[src/rtl/reset_sequencer.sv]
module reset_sequencer #(
  parameter int LOW_CYC    = 128,
  parameter int SYNC_N     = 3,
  parameter int SETTLE_CYC = 64
) (
  input  logic       clk_i,
  input  logic       por_i,
  input  logic       lvd_i,
  input  logic       bad_addr_i,
  input  logic       wdog_i,
  input  logic       cmon_i,
  input  logic       self_clk_i,
  input  logic       pin_i,
  output logic       pin_drv_o,
  output logic       rst_o,
  output logic       vec_vld_o,
  output logic [1:0] vec_sel_o
);

  localparam int DRV_CYC = LOW_CYC + SYNC_N;
  localparam int MAX_CYC = (DRV_CYC > SETTLE_CYC) ? DRV_CYC : SETTLE_CYC;
  localparam int CW      = $clog2(MAX_CYC + 1);

  localparam logic [1:0] VEC_GEN  = 2'b00;
  localparam logic [1:0] VEC_CMON = 2'b01;
  localparam logic [1:0] VEC_WDOG = 2'b10;

  typedef enum logic [1:0] {S_IDLE, S_DRIVE, S_SETTLE, S_HOLD} st_t;

  initial begin
    if (SYNC_N < 3 || SYNC_N > 6)
      $error("reset_sequencer: SYNC_N must lie in 3..6, got %0d", SYNC_N);
  end

  st_t           st;
  logic [CW-1:0] cnt;
  logic [1:0]    pin_q;
  logic          cm_pend, wd_pend;

  wire cm_hit = cmon_i & ~self_clk_i;
  wire req    = por_i | lvd_i | bad_addr_i | wdog_i | cm_hit;
  wire pin_s  = pin_q[1];

  wire drv_done    = (cnt == CW'(DRV_CYC - 1));
  wire settle_done = (cnt == CW'(SETTLE_CYC - 1));

  wire rel_sample = (st == S_SETTLE) && settle_done && pin_s;
  wire rel_hold   = (st == S_HOLD) && pin_s;
  wire release_now = !req && (rel_sample || rel_hold);

  logic [1:0] pick;
  always_comb begin
    if (rel_hold)     pick = VEC_GEN;
    else if (cm_pend) pick = VEC_CMON;
    else if (wd_pend) pick = VEC_WDOG;
    else              pick = VEC_GEN;
  end

  assign rst_o     = req | (st != S_IDLE);
  assign pin_drv_o = req | (st == S_DRIVE);

  always_ff @(posedge clk_i) pin_q <= {pin_q[0], pin_i};

  always_ff @(posedge clk_i) begin
    if (req) begin
      st  <= S_DRIVE;
      cnt <= '0;
    end else begin
      case (st)
        S_IDLE: if (!pin_s) begin
          st  <= S_DRIVE;
          cnt <= '0;
        end
        S_DRIVE: if (drv_done) begin
          st  <= S_SETTLE;
          cnt <= '0;
        end else begin
          cnt <= cnt + 1'b1;
        end
        S_SETTLE: if (settle_done) begin
          st  <= pin_s ? S_IDLE : S_HOLD;
          cnt <= '0;
        end else begin
          cnt <= cnt + 1'b1;
        end
        S_HOLD: if (pin_s) st <= S_IDLE;
        default: st <= S_IDLE;
      endcase
    end
  end

  always_ff @(posedge clk_i) begin
    if (por_i) begin
      cm_pend   <= cm_hit;
      wd_pend   <= wdog_i;
      vec_vld_o <= 1'b0;
      vec_sel_o <= VEC_GEN;
    end else begin
      vec_vld_o <= release_now;
      if (cm_hit) cm_pend <= 1'b1;
      if (wdog_i) wd_pend <= 1'b1;
      if (release_now) begin
        vec_sel_o <= pick;
        cm_pend   <= 1'b0;
        wd_pend   <= 1'b0;
      end
    end
  end

endmodule


[config.mk]
export PLATFORM = sky130hd
export DESIGN_NAME = reset_sequencer
export DESIGN_NICKNAME = d
export VERILOG_FILES = /design/src/rtl/reset_sequencer.sv
export SDC_FILE = /design/constraint.sdc
export NUM_CORES = 1
export LEC_CHECK = 0
export ABC_AREA = 1
export CELL_PAD_IN_SITES_DETAIL_PLACEMENT = 1
export CELL_PAD_IN_SITES_GLOBAL_PLACEMENT = 2
export CORE_MARGIN = 8
export CORE_UTILIZATION = 36
export CTS_CLUSTER_DIAMETER = 30
export DETAILED_ROUTE_END_ITERATION = 8
export DONT_BUFFER_PORTS = 1
export PLACE_DENSITY = 0.92
export SYNTH_ARGS = -nofsm -noshare
export SYNTH_HDL_FRONTEND = slang
export SYNTH_SLANG_ARGS = --single-unit
export TNS_END_PERCENT = 1
[constraint.sdc]
create_clock -name clk_i -period 4.4 [get_ports clk_i]
set_input_delay 0.88 -clock clk_i [delete_from_list [all_inputs] [get_ports clk_i]]
set_output_delay 0.88 -clock clk_i [all_outputs]
set_load 0.05 [all_outputs]
After elaboration in Yosys (flattened, before gate mapping)
Index checks and enable logic that the tools add are counted.

Register bits after elaboration: 17. Bits of input ports: 8. Output and inout bits: 5.

Add/sub/neg operators: 1. Equal/unequal tests: 9. Mux-type cells: 19. Bitwise logic cells: 8. Reduce and logical (&&, ||, !) cells: 13.

Operators with widths (number): 8-bit two-way mux (3); 8-bit case mux with 3 select lines (1); 2-bit two-way mux (8); 3-bit nonzero test (3); 8-bit by 1-bit adder with 8-bit output (second input constant) (1); 8-bit by 6-bit equality test with 1-bit output (second input constant) (1); 8-bit equality test (second input constant) (1); 2-bit != test (second input constant) (4); 2-bit case mux with 4 select lines (1); 1-bit two-way mux (6); 1-bit OR (6); 2-bit equality test (second input constant) (2); 1-bit logical AND (4); 4-bit AND reduction (1); 2-bit by 1-bit equality test with 1-bit output (second input constant) (1); 2-bit zero test (1); 2-bit AND reduction (1); 2-bit nonzero test (1); 1-bit bitwise AND (1); 1-bit zero test (1); 1-bit logical OR (1); 1-bit NOT (1).

Logic depth before layout (Yosys ltp)
Depth in word-level cells: 8. Depth in mapped cells: 11. Mapped depth without buffers: 11.

Least setup slack after synthesis
Ideal clock, no wire load.

Path type: input to output. Start: input port cmon_i. End: output port rst_o. Data arrival time: 1.616 ns. Data required time: 3.520 ns. Path slack: 1.904 ns. Stages: 6. Path buffers: 0. Path through: inv_1 nor2_1 inv_1 nand4_1 inv_1 nand2_1.

Word-level cells in the longest chain between the ends: 3.

Ends and longest elaborated chain: start: declaration (line 11) `input logic cmon_i,`; 1-bit bitwise AND (line 40) `wire cm_hit = cmon_i & ~self_clk_i;`; 1-bit OR (line 41) `wire req = por_i | lvd_i | bad_addr_i | wdog_i | cm_hit;`; 1-bit OR (line 59) `assign rst_o = req | (st != S_IDLE);`; end: declaration (line 15) `output logic rst_o,`.

No other way between the ends.

Worst setup path in the final report
Ends and elaborated chain as after synthesis.

==> impl_results.md <==
- Status: finished, final reports clean
- Crit-path slowest cell: nand2_1
- Register area share after synthesis: 0.3913
- Clock Sinks: 17
- RSZ-0062 raised after global routing: no
- Final #Nets: 147
- LEAKAGE: 0.4625 nW
- Share of layout cells above drive strength 1: 0.1212
- Worst path depth: 6
- Max VDD drop: 0.2121 mV
- Vias in the first global route: 784
- Routed WL per cell: 12.10 µm
- Final Hold Fails: 0
- Drt total wl: 1.961 mm
- Worst Path Buf+Inv: 3
- Final cycle utilization of the critical path: 0.6044
- Rows: 18
- Min-Delay Path Class: reg -> reg
- First-pass GRT wire length: 3.532 mm
- Top FF cell, synth: dfxtp_1
- Crit end category: output port
- Largest net degree at the start of global routing: 12
- Max-cap violation count: 0
- Hold_ws: 0.3381 ns
- First-pass detailed-route iteration total: 2
- Pwr per Cell Area: 261.6 nW/µm²
- CP delay by family, top: simple AND/OR/NAND/NOR gates
- Core ar.: 2455 µm²
- Post-DP HPWL: 1.650 mm
- CP max FO: 6
- CTS max path bufs: 2
- Avg Vias per Cell: 4.815
- Slew Viols, Final: 0
- Resize count post-CTS: 0
- Mean Syn Cell Area: 7.194 µm²
- Yosys cell types: 18
- Filler cells: 323
- Critical Path End: rst_o
- Slowest stage delay, CP: 0.35 ns
- Worst Setup SP: cmon_i
- Chip height: 66.58 µm
- CTS clk-pin slew, worst paths: 0.11 ns
- N_diodes: 0
- Top cells by count, synth: 29 x nand2_1, 22 x inv_1, 16 x nor2_1
- Clock Latency Late Sink: 0.30 ns
- Top Ports: 13
- Worst Tran Pin Value: 0.5220 ns
- Setup crit start kind: primary input
- FF-to-FF End: cnt[6]$_SDFFE_PP0P_
- Root Buffer: clkbuf_4
- CP most frequent cell: inv_1
- Synth top area share: 0.3261
- Initial antenna violation count: 0
- GPL Wtd Cong: 0.7979
- GRT Residual Overflow: 0
- Post-synth top area cell: dfxtp_1
- Area Growth Syn to Fin: 7.337%
- Skew final: 0.001094 ns
- CTS Hold Bufs: 0
- Worst reg2reg path startpoint: st[0]$_SDFFE_PP1P_
- Fmax: 376.0 MHz
- Top cells by area, synth: dfxtp_1 33%, nand2_1 12%, inv_1 9.0%, ha_1 8.2%, edfxtp_1 6.5%
- Tmin final: 2.659 ns
- Total Die Area: 4432 µm²
- Async S/R FF share, synth: 0
- Relative slew margins: 0.6515
- Worst R2R Setup Slack: 2.74 ns
- CTS HTree Levels: 1
- Post-Route Setup TNS: 0 ns
- Initial Util: 0.3751
- Total GRT Usage: 0.1035
- Synth Register Bits: 17
- Mapped Nets: 142
- Worst path cell trace: inv_1, nor2_1, inv_1, nand4_1, inv_1, nand2_1
- Num CTS Buffers: 3
- Port bufs: 0
- Post CTS Setup Buffer Count: 0
- Register-to-Register Path Depth: 8
- Cell with the most instances after synthesis: nand2_1
- Die Width: 66.58 µm
- Area of the mapped netlist: 920.9 µm²
- CTS tree: done
- Number of synthesized flops with an enable pin: 2
- Setup violators final: 0
- DR iter-0 viols: 16
- Via Count: 780
- Mapped Cells: 128
- DRC: 0
- CP required: 3.52 ns
- Critical path data arrival time: 1.78 ns
- Post-route ant nets: 0
- Yosys warnings: 0
- Crit Path Category: in -> out
state kept, by name (all words and copies together) (netlist names):
| name | count |
|---|---|
| cnt | 8 |
| cm_pend | 1 |
| vec_sel_o | 2 |
| pin_q | 2 |
| vec_vld_o | 1 |
| st | 2 |
| wd_pend | 1 |
area by class of cell:
type | count | area, µm² | area share
well taps | 30 | 37.54 | 0.03797
clock inverters | 1 | 7.507 | 0.007595
clock buffers | 3 | 22.52 | 0.02278
inverters | 23 | 86.33 | 0.08734
multi-input cells | 88 | 474.2 | 0.4797
flip-flops and latches | 17 | 360.3 | 0.3646
through the flow:
| stage | setup WS (ns) | instance area (µm²) | instances | total power, mW | utilization |
|---|---|---|---|---|---|
| finish | 1.741 | 988.4 | 162 | 0.2585 | 0.4027 |
| global route | 1.592 | 988.4 | 162 | 0.2738 | 0.4027 |
| CTS | 1.717 | 988.4 | 162 | 0.2637 | 0.4027 |
| detailed placement | 1.717 | 958.4 | 158 | 0.1734 | 0.3904 |
| global placement | 1.776 | 958.4 | 158 | 0.1725 | 0.3904 |
| floorplan | 1.904 | 920.9 | 128 | 0.1711 | - |
worst min path at each step:
stage	endpoint	slack (ns)	depth (start not counted)	startpoint
final	pin_q[1]$_DFF_P_	0.34	0	pin_q[0]$_DFF_P_
after global routing	pin_q[1]$_DFF_P_	0.35	0	pin_q[0]$_DFF_P_
after CTS	pin_q[1]$_DFF_P_	0.34	0	pin_q[0]$_DFF_P_
after detailed placement	pin_q[1]$_DFF_P_	0.31	0	pin_q[0]$_DFF_P_
after global placement	pin_q[1]$_DFF_P_	0.31	0	pin_q[0]$_DFF_P_
after floorplan	pin_q[1]$_DFF_P_	0.31	0	pin_q[0]$_DFF_P_
cells in the final DEF, fill, tap and decap left out, drive strengths merged:
master,instances
nand2,35
dfxtp,15
nor2,19
xor2,4
nor3b,1
nand4,5
clkinvlp,1
nand3,8
or2,1
a21oi,3
edfxtp,2
o21ai,6
inv,23
clkbuf,3
ha,6
power breakdown:
group	leakage, nW	switching, mW	total [mW]	internal, mW
Clock	0.0139	0.0543	0.0889	0.0346
Sequential	0.142	0.00176	0.162	0.160
Combinational	0.307	0.00529	0.00772	0.00243
cells by family (layout without fill, tap and decap cells):
logic type               after synthesis  in the layout  share of synthesized area
AO/OA/AOI/OAI                          9              9                    0.05298
XOR/XNOR                               4              4                    0.03804
adder cells (fa/ha/maj)                6              6                    0.08152
buffers and inverters                 23             27                    0.09375
flip-flops                            17             17                     0.3913
AND/OR/NAND/NOR                       69             69                     0.3424
layer usage:
layer  up-vias  track usage  wire (µm)
li1        404            -          -
met1       354       0.1078        802
met2        16       0.1768       1025
met3         6      0.04866         98
met4         0      0.03733         34
met5         -            0          0
(Power assumes the default switching activity.)
